File: src/rtl/usbev_pkg.sv
package usbev_pkg;
  typedef enum logic [1:0] {
    LS_SE0 = 2'd0,
    LS_J   = 2'd1,
    LS_K   = 2'd2,
    LS_SE1 = 2'd3
  } line_t;

  localparam int REG_W    = 16;
  localparam int B_ASESS  = 3;
  localparam int B_BSESS  = 4;
  localparam int B_RCONN  = 5;
  localparam int B_SUSP   = 6;
  localparam int B_RESUME = 7;
  localparam int B_SRP    = 8;
  localparam int B_SE0    = 9;
  localparam int B_TMR    = 10;
  localparam logic [REG_W-1:0] EVT_MASK = 16'h07F8;
  localparam logic ADDR_STAT = 1'b0;
  localparam logic ADDR_MASK = 1'b1;
endpackage

File: src/rtl/usbev_dwell_timer.sv
module usbev_dwell_timer #(
  parameter int LIMIT = 96000
) (
  input  logic clk,
  input  logic rst_n,
  input  logic cond,
  output logic fire
);
  localparam int W = $clog2(LIMIT + 2);
  localparam logic [W-1:0] LIM_V = W'(LIMIT);
  localparam logic [W-1:0] SAT_V = W'(LIMIT + 1);

  logic [W-1:0] cnt_q;

  assign fire = cond && (cnt_q == LIM_V);

  always_ff @(posedge clk or negedge rst_n) begin
    if (!rst_n) begin
      cnt_q <= '0;
    end else if (!cond) begin
      cnt_q <= '0;
    end else if (cnt_q != SAT_V) begin
      cnt_q <= cnt_q + 1'b1;
    end
  end
endmodule

File: src/rtl/usbev_linemon.sv
module usbev_linemon import usbev_pkg::*; #(
  parameter int SE0_CYC  = 96000,
  parameter int IDLE_CYC = 144000
) (
  input  logic  clk,
  input  logic  rst_n,
  input  line_t line,
  output logic  se0_evt,
  output logic  susp_evt,
  output logic  resume_evt,
  output logic  in_susp
);
  line_t prev_q;
  logic  susp_q;

  usbev_dwell_timer #(.LIMIT(SE0_CYC)) u_se0_tmr (
    .clk  (clk),
    .rst_n(rst_n),
    .cond (line == LS_SE0),
    .fire (se0_evt)
  );

  usbev_dwell_timer #(.LIMIT(IDLE_CYC)) u_idle_tmr (
    .clk  (clk),
    .rst_n(rst_n),
    .cond (line == LS_J),
    .fire (susp_evt)
  );

  assign resume_evt = susp_q && (prev_q == LS_J) && (line == LS_K);
  assign in_susp    = susp_q;

  always_ff @(posedge clk or negedge rst_n) begin
    if (!rst_n) begin
      prev_q <= LS_J;
      susp_q <= 1'b0;
    end else begin
      prev_q <= line;
      if (susp_evt) begin
        susp_q <= 1'b1;
      end else if (line != LS_J) begin
        susp_q <= 1'b0;
      end
    end
  end
endmodule

File: src/rtl/usbev_toggle_det.sv
module usbev_toggle_det #(
  parameter int N = 3
) (
  input  logic         clk,
  input  logic         rst_n,
  input  logic [N-1:0] vec,
  output logic [N-1:0] chg
);
  logic [N-1:0] prev_q;
  logic         primed_q;

  for (genvar i = 0; i < N; i++) begin : g_bit
    assign chg[i] = primed_q && (vec[i] ^ prev_q[i]);
  end

  always_ff @(posedge clk or negedge rst_n) begin
    if (!rst_n) begin
      prev_q   <= '0;
      primed_q <= 1'b0;
    end else begin
      prev_q   <= vec;
      primed_q <= 1'b1;
    end
  end
endmodule

File: src/rtl/usbev_irq_reg.sv
module usbev_irq_reg import usbev_pkg::*; #(
  parameter int CYC_PER_US = 48,
  parameter int SE0_US     = 2000,
  parameter int IDLE_US    = 3000
) (
  input  logic        clk,
  input  logic        rst_n,
  input  logic [1:0]  line_st,
  input  logic        vbus_pulse,
  input  logic        dline_pulse,
  input  logic        srp_sel_dline,
  input  logic        rconn,
  input  logic        bsess_vld,
  input  logic        asess_vld,
  input  logic        otg_tmr_expire,
  input  logic        reg_wr,
  input  logic        reg_addr,
  input  logic [15:0] reg_wdata,
  output logic [15:0] reg_rdata,
  output logic        irq
);
  localparam int SE0_CYC  = CYC_PER_US * SE0_US;
  localparam int IDLE_CYC = CYC_PER_US * IDLE_US;
  localparam int N_STS    = 3;

  line_t            line;
  logic             se0_evt, susp_evt, resume_evt, in_susp;
  logic [N_STS-1:0] chg;
  logic             srp_evt;
  logic [REG_W-1:0] evt_vec, clr_vec, stat_q, en_q;

  assign line = line_t'(line_st);

  usbev_linemon #(.SE0_CYC(SE0_CYC), .IDLE_CYC(IDLE_CYC)) u_linemon (
    .clk       (clk),
    .rst_n     (rst_n),
    .line      (line),
    .se0_evt   (se0_evt),
    .susp_evt  (susp_evt),
    .resume_evt(resume_evt),
    .in_susp   (in_susp)
  );

  usbev_toggle_det #(.N(N_STS)) u_toggle (
    .clk  (clk),
    .rst_n(rst_n),
    .vec  ({rconn, bsess_vld, asess_vld}),
    .chg  (chg)
  );

  assign srp_evt = srp_sel_dline ? dline_pulse : vbus_pulse;

  always_comb begin
    evt_vec           = '0;
    evt_vec[B_TMR]    = otg_tmr_expire;
    evt_vec[B_SE0]    = se0_evt;
    evt_vec[B_SRP]    = srp_evt;
    evt_vec[B_RESUME] = resume_evt;
    evt_vec[B_SUSP]   = susp_evt;
    evt_vec[B_RCONN]  = chg[2];
    evt_vec[B_BSESS]  = chg[1];
    evt_vec[B_ASESS]  = chg[0];
  end

  assign clr_vec = (reg_wr && reg_addr == ADDR_STAT) ? (reg_wdata & EVT_MASK) : '0;

  always_ff @(posedge clk or negedge rst_n) begin
    if (!rst_n) begin
      stat_q <= '0;
      en_q   <= '0;
    end else begin
      stat_q <= (stat_q & ~clr_vec) | evt_vec;
      if (reg_wr && reg_addr == ADDR_MASK) begin
        en_q <= reg_wdata & EVT_MASK;
      end
    end
  end

  assign reg_rdata = (reg_addr == ADDR_MASK) ? en_q : stat_q;
  assign irq       = |(stat_q & en_q);
endmodule

File: config.mk
export PLATFORM = sky130hd
export DESIGN_NAME = usbev_irq_reg
export DESIGN_NICKNAME = d
export VERILOG_FILES = /design/src/rtl/usbev_pkg.sv /design/src/rtl/usbev_dwell_timer.sv /design/src/rtl/usbev_linemon.sv /design/src/rtl/usbev_toggle_det.sv /design/src/rtl/usbev_irq_reg.sv
export SDC_FILE = /design/constraint.sdc
export NUM_CORES = 1
export LEC_CHECK = 0
export CAP_MARGIN = 20
export CORE_ASPECT_RATIO = 0.6
export CORE_MARGIN = 2
export CORE_UTILIZATION = 40
export CTS_CLUSTER_DIAMETER = 100
export DETAILED_ROUTE_END_ITERATION = 8
export HOLD_SLACK_MARGIN = 0.15
export SLEW_MARGIN = 20
export SYNTH_ARGS = -nofsm -noshare
export SYNTH_HDL_FRONTEND = slang
export SYNTH_SLANG_ARGS = --single-unit
File: constraint.sdc
create_clock -name clk -period 1.6 [get_ports clk]
set_input_delay 0.24 -clock clk [delete_from_list [all_inputs] [get_ports clk]]
set_output_delay 0.24 -clock clk [all_outputs]
set_load 0.005 [all_outputs]
==> flow_summary.ini, run 1 <==
[yosys]
synth_edf_count = 0
yosysSeqAreaShare_pct = 48.7
avgSynthCellArea_sq_um = 10.2
synthAdderAreaFrac_pct = 2.52
synth_top_family_by_area = simple AND/OR/NAND/NOR gates
async_flop_share_pct = 100
synth_cell_type_count = 43
syn-cell-area_sq_um = 2980
synthCells = 292
synth_compound_area_share_pct = 8.56
synth_mux_area_share_pct = 6.76
synth-seq-cells = 58
synth_ff_type = dfrtp_1
synth_xor_area_share_pct = 6.46
synth-simple-area-share_pct = 22.4
synth_warnings = 0

[finish]
nets = 412
fill_cells = 637
layout_common_cells = dfrtp_1, buf_4, nor2_1
fin_area_sq_um = 4150
mostFrequentLayoutCell = dfrtp_1
n_antenna_cell = 0
fin_util_pct = 57.3
final_layout_size_suffix_gt1_share_pct = 29.3
layout-area-overhead-vs-synth_pct = 39.0

[detailed_routing]
topRoutingLayerUsed = met4
route.detailed.drc = 0
wl_met2_mm = 3.17
drt-total-wl_mm = 7.55
drtIter0Drc = 188
ant_nets = 0
vias_per_cell = 5.15
wl_per_cell_microns = 15.5
wl_met1_mm = 3.71
firstDrtPassIters = 4
via_count = 2502
dr_wl_met3_microns = 558

[worst_setup_path]
r2r-end = u_linemon.u_se0_tmr.cnt_q[1]$_DFFE_PN0P_
crit_required_ns = 1.80
arrival_ns = 1.96
endpoint_kind = flip-flop
ff2ff_setup_slack_ns = -0.16
start_kind = flip-flop
rr_worst_depth = 4
criticalPathCategory = flip-flop to flip-flop
path_max_fanout = 4
rr_startpoint = u_linemon.u_se0_tmr.cnt_q[3]$_DFFE_PN0P_

[clock_network]
cts_tree = done
worstSkewPairLatency_ns = 0.32
clock_sinks = 58
htree_levels = 3
clock_path_buffers = 2
path_clk_slew_ns = 0.06
cts-root-buf = clkbuf_16
cts_buffers = 9

[timing]
finalWorstSetupSlack_ns = -0.161
period_share_pct = 110
setup_viol = 7
hold_viol_final = 0
period_minus_slack_ns = 1.76
maxSlewViolCount = 0
finalClockSkew_ns = 0.00978
fmax_ghz = 0.568
rsz0062_at_grt = true

[die]
rows = 24
io_pins = 46
die_area_sq_um = 8180
fp.dieH_microns = 70.9
start_util_pct = 41.2
die_x_microns = 115
core_sq_um = 7240

[global_route]
grt_max_degree = 21
antenna_found_initial = 0
overflow = 0
grt_use_total_pct = 20.3
grt_pass1_wl_mm = 12.9
grt_pass1_vias = 2579

[power]
pwr_density_cell_nw_per_um2 = 965
power_leakage_nw = 1.72
p_total_w = 0.00400
irDropWorstVdd_mv = 0.633

[run]
cap_violations = 0

[placed_design]
place_area_sq_um = 3700
hpwlAfterDp_mm = 5.35
portBuffers = 29
place.gp.congestion = 0.922

[status]
status = finished with violations
violations = setup timing

[hold_path]
hp-class = primary input to async pin
## registers in the layout, summed over array words and instances, names as in the netlist
signal	flops
u_toggle.primed_q	1
u_toggle.prev_q	3
u_linemon.in_susp	1
stat_q	8
u_linemon.u_idle_tmr.cnt_q	18
u_linemon.u_se0_tmr.cnt_q	17
u_linemon.prev_q	2
en_q	8
## Yosys cell counts (2+ instances only)
master | count | area [sq um]
a22oi_1 | 4 | 30.0
nor2b_1 | 3 | 18.8
xnor2_1 | 8 | 70.1
inv_1 | 9 | 33.8
and3_1 | 2 | 12.5
or4bb_1 | 2 | 22.5
a22o_1 | 4 | 35.0
xor2_1 | 14 | 123
or2_2 | 2 | 12.5
conb_1 | 2 | 7.51
nand2_1 | 20 | 75.1
or4_1 | 3 | 22.5
nand4_1 | 12 | 75.1
a21oi_1 | 16 | 80.1
ha_1 | 6 | 75.1
or3_1 | 6 | 37.5
nor3_1 | 5 | 25.0
nor2_1 | 26 | 97.6
nor4_1 | 6 | 37.5
dfrtp_1 | 57 | 1430
nand3_1 | 18 | 90.1
o21ai_0 | 9 | 45.0
mux2_2 | 17 | 191
buf_2 | 2 | 10.0
a21o_1 | 2 | 15.0
o31ai_1 | 3 | 22.5
clkbuf_1 | 7 | 26.3
and4_1 | 5 | 43.8
buf_4 | 8 | 60.1
## cells by family (layout without fill, tap and decap cells)
logic type      Yosys count  in the layout
simple gates            119            119
flops                    58             58
compound gates           41             41
buf+inv                  26            109
xor+xnor                 22             22
mux                      18             18
fa+ha+maj                 6              6
other cells               2              9
## worst max-delay path by stage
| stage | end | depth (start not counted) | from | slack, ns |
|---|---|---|---|---|
| final | u_linemon.u_se0_tmr.cnt_q[1]$_DFFE_PN0P_ | 4 | u_linemon.u_se0_tmr.cnt_q[3]$_DFFE_PN0P_ | -0.16 |
| after global routing | u_linemon.u_se0_tmr.cnt_q[1]$_DFFE_PN0P_ | 4 | u_linemon.u_se0_tmr.cnt_q[3]$_DFFE_PN0P_ | -0.24 |
| after CTS | u_linemon.u_se0_tmr.cnt_q[1]$_DFFE_PN0P_ | 4 | u_linemon.u_se0_tmr.cnt_q[4]$_DFFE_PN0P_ | -0.16 |
| after detailed placement | reg_rdata[4] | 4 | reg_addr | -0.32 |
| after global placement | reg_rdata[9] | 4 | reg_addr | -0.27 |
| after floorplan | u_linemon.u_se0_tmr.cnt_q[1]$_DFFE_PN0P_ | 4 | u_linemon.u_se0_tmr.cnt_q[11]$_DFFE_PN0P_ | -0.08 |
## layout make-up
cell class,instances,area [sq um],share of cell area (%)
multi-input cells,215,1490,35.9
flip-flops and latches,58,1460,35.1
repair buffers,84,713,17.2
clock buffers,9,225,5.43
well taps,104,130,3.14
clock inverters,7,101,2.44
inverters,9,33.8,0.815
## power by group
group | total, W | internal (W) | switching [W]
clock network | 0.00208 | 0.00137 | 0.000705
registers | 0.00157 | 0.00153 | 0.0000465
logic | 0.000351 | 0.000198 | 0.000153
## repair_timing
item                                   CTS  global route
hold buffers                             1             0
setup endpoints to repair               17            16
resized for setup                       18            15
pin swaps                                3            10
buffers inserted                         4             4
endpoints found under the hold margin   13             0
## through the flow
stage | std cells | setup WS [ns] | hold WS (ns) | setup TNS (ns)
floorplan | 299 | -0.0815 | -0.0556 | -0.160
global placement | 462 | -0.269 | 0.207 | -2.86
detailed placement | 462 | -0.317 | 0.216 | -3.12
CTS | 483 | -0.158 | 0.402 | -0.505
global route | 486 | -0.237 | 0.414 | -1.28
finish | 486 | -0.161 | 0.403 | -0.575
## per-layer routing
| layer | up-vias | GRT usage, % |
|---|---|---|
| li1 | 1205 | - |
| met1 | 1198 | 31.2 |
| met2 | 89 | 27.2 |
| met3 | 10 | 5.66 |
| met4 | 0 | 7.50 |
| met5 | - | 0 |
## worst max-delay path: stages, from the launching register on
cell	delay [ns]
dfrtp_1	0.38
or4_4	0.58
nor4_4	0.41
mux2i_1	0.22
nor2_1	0.06
(Power assumes the default switching activity.)
==> run 2: changes to the inputs <==
--- a/config.mk
+++ b/config.mk
@@ -5,14 +5,14 @@
 export SDC_FILE = /design/constraint.sdc
 export NUM_CORES = 1
 export LEC_CHECK = 0
-export CAP_MARGIN = 20
 export CORE_ASPECT_RATIO = 0.6
 export CORE_MARGIN = 2
 export CORE_UTILIZATION = 40
 export CTS_CLUSTER_DIAMETER = 100
 export DETAILED_ROUTE_END_ITERATION = 8
-export HOLD_SLACK_MARGIN = 0.15
+export HOLD_SLACK_MARGIN = 0.12
 export SLEW_MARGIN = 20
 export SYNTH_ARGS = -nofsm -noshare
 export SYNTH_HDL_FRONTEND = slang
 export SYNTH_SLANG_ARGS = --single-unit
+export TNS_END_PERCENT = 5
==> run 2 against run 1 <==
The run still ends with setup timing left. Clock skew shrank 0.0051 ns. First-iteration DRC count fell by 57%. Register-to-register slack got worse by 0.02 ns. Sequential power is essentially flat. Fmax decreased by 0.96%. Hold slack gained 0.0049 ns. Via count is 3.3% lower. Utilization down 1.4 points. Final area fell by 2.4%. Sequential share of layout area up 0.86 points. Final cell count fell by 1.9%. Die area unchanged. Largest cell class unchanged.
==> flow_summary.ini, run 2 (synthesis gave the netlist of run 1 again) <==
[detailed_routing]
ant_nets = 0
wl_per_cell_microns = 14.6
firstDrtPassIters = 4
route.detailed.drc = 0
via_count = 2419
drt-total-wl_mm = 6.95
vias_per_cell = 5.07
drtIter0Drc = 80

[placed_design]
hpwlAfterDp_mm = 5.09
place.gp.congestion = 0.853
place_area_sq_um = 3690
portBuffers = 29
dpl_worst_slack_ns = -0.281

[clock_network]
cts_buffers = 9
clock_sinks = 58
clock_path_buffers = 2
path_clk_slew_ns = 0.05
postCtsSetupRepairBufs = 0
worstSkewPairLatency_ns = 0.32
cts_tree = done
htree_levels = 3
cts-root-buf = clkbuf_16

[global_route]
grt_use_total_pct = 18.7
use_met1_pct = 28.3
met2_usage_pct = 25.7
grt_max_degree = 59
grt_pass1_wl_mm = 11.7
use_met3_pct = 5.40
antenna_found_initial = 0
busiest_layer = met1
grt_pass1_vias = 2428
overflow = 0

[timing]
finalWorstSetupSlack_ns = -0.178
period_minus_slack_ns = 1.78
period_share_pct = 111
rsz0062_at_grt = true
holdWs_ns = 0.408
fmax_ghz = 0.562
maxSlewViolCount = 0
hold_viol_final = 0
finalClockSkew_ns = 0.00472
setup_viol = 4

[die]
die_area_sq_um = 8180
start_util_pct = 41.2
rows = 24
core_sq_um = 7240
io_pins = 46
die_x_microns = 115
fp.dieH_microns = 70.9

[power]
power_leakage_nw = 1.66
irDropWorstVdd_mv = 0.583
pwr_density_cell_nw_per_um2 = 937
p_total_w = 0.00379

[worst_setup_path]
worst_path_max_delay_cell = or4_4
arrival_ns = 1.97
max_stage_delay_ns = 0.57
critPathTopFamily = simple AND/OR/NAND/NOR gates
crit_required_ns = 1.80
start_kind = flip-flop
endpoint_kind = flip-flop
ff2ff_setup_slack_ns = -0.18
path_max_fanout = 4
crit_chain = or4_4 -> nor4_4 -> mux2i_1 -> nor2_1
criticalPathCategory = flip-flop to flip-flop
critPathBufInv = 0

[finish]
nets = 403
fin_area_sq_um = 4050
n_antenna_cell = 0
biggestRegsByFlops = u_linemon.u_idle_tmr.cnt_q: 18 flops, u_linemon.u_se0_tmr.cnt_q: 17 flops
fill_cells = 651
final_layout_size_suffix_gt1_share_pct = 26.8
largest-register = u_linemon.u_idle_tmr.cnt_q
layout_common_cells = dfrtp_1, buf_4, nor2_1
layout-area-overhead-vs-synth_pct = 35.7
mostFrequentLayoutCell = dfrtp_1
largest_register_ffs = 18

[status]
status = finished with violations
violations = setup timing

[hold_path]
hp-class = primary input to flip-flop

[run]
cap_violations = 0
[run 2: changes by cell type in the layout (fill, tap and decap cells not counted), moves of 2 or more]
cell / before / now
a22oi_1: 3 / 1
clkinv_4: 2 / 0
and4_4: 2 / 0
a22oi_2: 1 / 3
clkbuf_2: 2 / 0
buf_4: 50 / 41
[run 2: path summary, 6_finish.rpt]
kind / from / to / cells after the start
setup / recovery: u_linemon.u_se0_tmr.cnt_q[3]$_DFFE_PN0P_ / u_linemon.u_se0_tmr.cnt_q[1]$_DFFE_PN0P_ / 4
hold / removal: asess_vld / u_toggle.prev_q[0]$_DFF_PN0_ / 1
setup reg to reg: u_linemon.u_se0_tmr.cnt_q[3]$_DFFE_PN0P_ / u_linemon.u_se0_tmr.cnt_q[1]$_DFFE_PN0P_ / 4
hold reg to reg: stat_q[10]$_DFF_PN0_ / stat_q[10]$_DFF_PN0_ / 1
max in group asynchronous: rst_n / u_linemon.prev_q[0]$_DFF_PN1_ / 3
min in group asynchronous: rst_n / u_toggle.primed_q$_DFF_PN0_ / 3
[run 2: worst register-to-register path, cell delays in order (launching register included)]
cell and delay [ns]:
dfrtp_1 0.38, or4_4 0.57, nor4_4 0.43, mux2i_1 0.23, nor2_1 0.06
[run 2: routing by layer]
| metal | vias to the layer above | part of all wire, % | wire length, microns |
|---|---|---|---|
| met4 | 0 | 1.0 | 72 |
| met3 | 9 | 4.7 | 325 |
| li1 | 1180 | - | - |
| met1 | 1167 | 53 | 3710 |
| met2 | 63 | 41 | 2840 |
| met5 | - | 0 | 0 |
[run 2: through the flow]
stage | setup TNS [ns] | util, % | std cells
2_1_floorplan | -0.160 | - | 299
3_3_place_gp | -2.58 | 51.0 | 460
3_5_place_dp | -2.64 | 51.0 | 460
4_1_cts | -0.383 | 55.3 | 477
5_1_grt | -0.862 | 55.9 | 477
6_report | -0.431 | 55.9 | 477
[run 2: area by class of cell]
class                   instances  area (sq um)  area share, %
clock buffers                  10           229           5.66
flip-flops and latches         58          1460           36.0
repair buffers                 75           654           16.2
clock inverters                 6          66.3           1.64
well taps                     104           130           3.22
multi-input cells             215          1480           36.5
inverters                       9          33.8          0.835
[run 2: timing repair]
action / in CTS / in global routing
gates resized for setup: 15 / 12
hold endpoints to repair: 57 / 0
hold buffers: 1 / 0
pin swaps: 3 / 2
setup endpoints to repair: 15 / 13
[run 2: report_power, final]
part / switching [W] / internal, W
clock: 0.000673 / 0.00121
combinational: 0.000144 / 0.000190
sequential: 0.0000522 / 0.00153
==> run 3: changes to the inputs <==
--- a/config.mk
+++ b/config.mk
@@ -5,12 +5,12 @@
 export SDC_FILE = /design/constraint.sdc
 export NUM_CORES = 1
 export LEC_CHECK = 0
-export CORE_ASPECT_RATIO = 0.6
 export CORE_MARGIN = 2
 export CORE_UTILIZATION = 40
 export CTS_CLUSTER_DIAMETER = 100
 export DETAILED_ROUTE_END_ITERATION = 8
 export HOLD_SLACK_MARGIN = 0.12
+export MAX_ROUTING_LAYER = met4
 export SLEW_MARGIN = 20
 export SYNTH_ARGS = -nofsm -noshare
 export SYNTH_HDL_FRONTEND = slang
==> run 3 against run 2 <==
The run still ends with setup timing left. Sequential cell count unchanged. Count of clock-buffer cells in the layout up 1. Clock power down 27%. Routed wire length down 6.8%. Hold slack worse by 0.034 ns. Non-clock buffer count up 3. Critical path depth unchanged. Highest routed layer unchanged. First-iteration DRC count up 13%. Fmax up 1.7%. Critical path type unchanged. Largest power group is now registers. Register-to-register slack better by 0.03 ns. Sequential power about the same.
==> flow_summary.ini, run 3 (synthesis gave the netlist of run 1 again) <==
[timing]
period_share_pct = 109
period_minus_slack_ns = 1.75
setup_viol = 4
maxSlewViolCount = 0
fin_tns_setup_ns = -0.374
rsz0062_at_grt = true
hold_viol_final = 0
fmax_ghz = 0.572
finalWorstSetupSlack_ns = -0.148
holdWs_ns = 0.374
finalClockSkew_ns = 0.00872

[global_route]
grt_max_degree = 28
grt_pass1_wl_mm = 11.2
antenna_found_initial = 0
overflow = 0
grt_use_total_pct = 17.6
grt_pass1_vias = 2363

[die]
start_util_pct = 41.1
fp.dieH_microns = 90.3
die_area_sq_um = 8160
core_sq_um = 7250
die_x_microns = 90.3
io_pins = 46
rows = 31

[clock_network]
worstSkewPairLatency_ns = 0.34
cts_buffers = 9
htree_levels = 3
cts_tree = done
clock_path_buffers = 2
cts-root-buf = clkbuf_8
path_clk_slew_ns = 0.07
clock_sinks = 58

[finish]
n_antenna_cell = 0
layout-area-overhead-vs-synth_pct = 31.6
final_layout_size_suffix_gt1_share_pct = 25.3
largest_register_ffs = 18
nets = 406
layout_common_cells = dfrtp_1, buf_4, nor2_1
biggestRegsByFlops = u_linemon.u_idle_tmr.cnt_q: 18 flops, u_linemon.u_se0_tmr.cnt_q: 17 flops
mostFrequentLayoutCell = dfrtp_1
largest-register = u_linemon.u_idle_tmr.cnt_q
fill_cells = 660

[worst_setup_path]
rr_worst_depth = 4
path_max_fanout = 4
crit_required_ns = 1.81
criticalPathCategory = flip-flop to flip-flop
arrival_ns = 1.95
endpoint_kind = flip-flop
start_kind = flip-flop

[detailed_routing]
wl_per_cell_microns = 13.6
drt-total-wl_mm = 6.48
vias_per_cell = 5.03
drtIter0Drc = 90
ant_nets = 0
firstDrtPassIters = 4
via_count = 2389
route.detailed.drc = 0

[power]
power_leakage_nw = 1.64
pwr_density_cell_nw_per_um2 = 835
irDropWorstVdd_mv = 0.407

[placed_design]
hpwlAfterDp_mm = 4.88
place.gp.congestion = 0.844
portBuffers = 29

[run]
cap_violations = 0

[status]
violations = setup timing
status = finished with violations

[hold_path]
hp-class = primary input to async pin
==> run 3: cell count changes in the layout (fill, tap and decap cells not counted), sizes merged <==
cell / before / now
buf: 46 / 49
clkinv: 1 / 3
clkinvlp: 3 / 1
clkbuf: 10 / 11
inv: 10 / 9
==> run 3: worst max-delay path, cell delays in order, from the launching register on <==
cell and delay [ns]:
dfrtp_1 0.39, or4bb_4 0.57, nor4_4 0.39, mux2i_1 0.22, nor2_1 0.05
==> run 3: final cells by class <==
cell class                      count  area, sq um  share of cell area (%)
Timing Repair Buffer               78          664                    16.9
Clock buffer                       11          151                    3.86
Sequential cell                    58         1450                    37.1
Inverter                            9         33.8                   0.861
Tap cell                           99          124                    3.16
Clock inverter                      5         52.6                    1.34
Multi-Input combinational cell    215         1440                    36.8
==> run 3: worst paths after layout <==
check	from	end	slack, ns
worst max-delay path	u_linemon.u_se0_tmr.cnt_q[7]$_DFFE_PN0P_	u_linemon.u_se0_tmr.cnt_q[1]$_DFFE_PN0P_	-0.15
worst min-delay path	rst_n	u_linemon.u_idle_tmr.cnt_q[1]$_DFFE_PN0P_	0.37
worst max register to register	u_linemon.u_se0_tmr.cnt_q[7]$_DFFE_PN0P_	u_linemon.u_se0_tmr.cnt_q[1]$_DFFE_PN0P_	-0.15
worst min register to register	u_linemon.in_susp$_DFFE_PN0P_	u_linemon.in_susp$_DFFE_PN0P_	0.51
max in group asynchronous	rst_n	u_linemon.u_se0_tmr.cnt_q[3]$_DFFE_PN0P_	0.65
min in group clk	rconn	u_toggle.prev_q[2]$_DFF_PN0_	0.40
==> run 3: repair_timing <==
item                       in CTS  in global routing
resized for setup              16                  2
hold buffers                    1                  0
setup endpoints to repair      18                 12
hold endpoints to repair       14                  0
setup buffers                   1                  0
pin swaps                       3                  2
==> run 3: per-layer routing <==
layer  vias up  global-route usage (%)  share of wire (%)
li1       1186                       -                  -
met1      1154                    22.9                 49
met2        42                    26.1                 46
met3         7                    4.76                4.2
met4         0                    7.56                1.4
met5         -                       -                  0
==> run 3: power breakdown <==
part	switching [W]	internal [W]	leakage [nW]
registers	0.0000461	0.00152	0.754
logic	0.000141	0.000189	0.776
clock network	0.000581	0.000795	0.105
total	0.000768	0.00251	1.64
==> run 3: per-stage QoR <==
stage	util (%)	power [W]	worst slack [ns]	instances	area, sq um
4_1_cts	54.1	0.00333	-0.144	475	3920
3_5_place_dp	50.8	0.00195	-0.298	457	3690
3_3_place_gp	50.8	0.00194	-0.281	457	3690
6_report	54.1	0.00328	-0.148	475	3920
2_1_floorplan	-	0.00174	-0.0815	299	3010
5_1_grt	54.1	0.00343	-0.212	475	3920
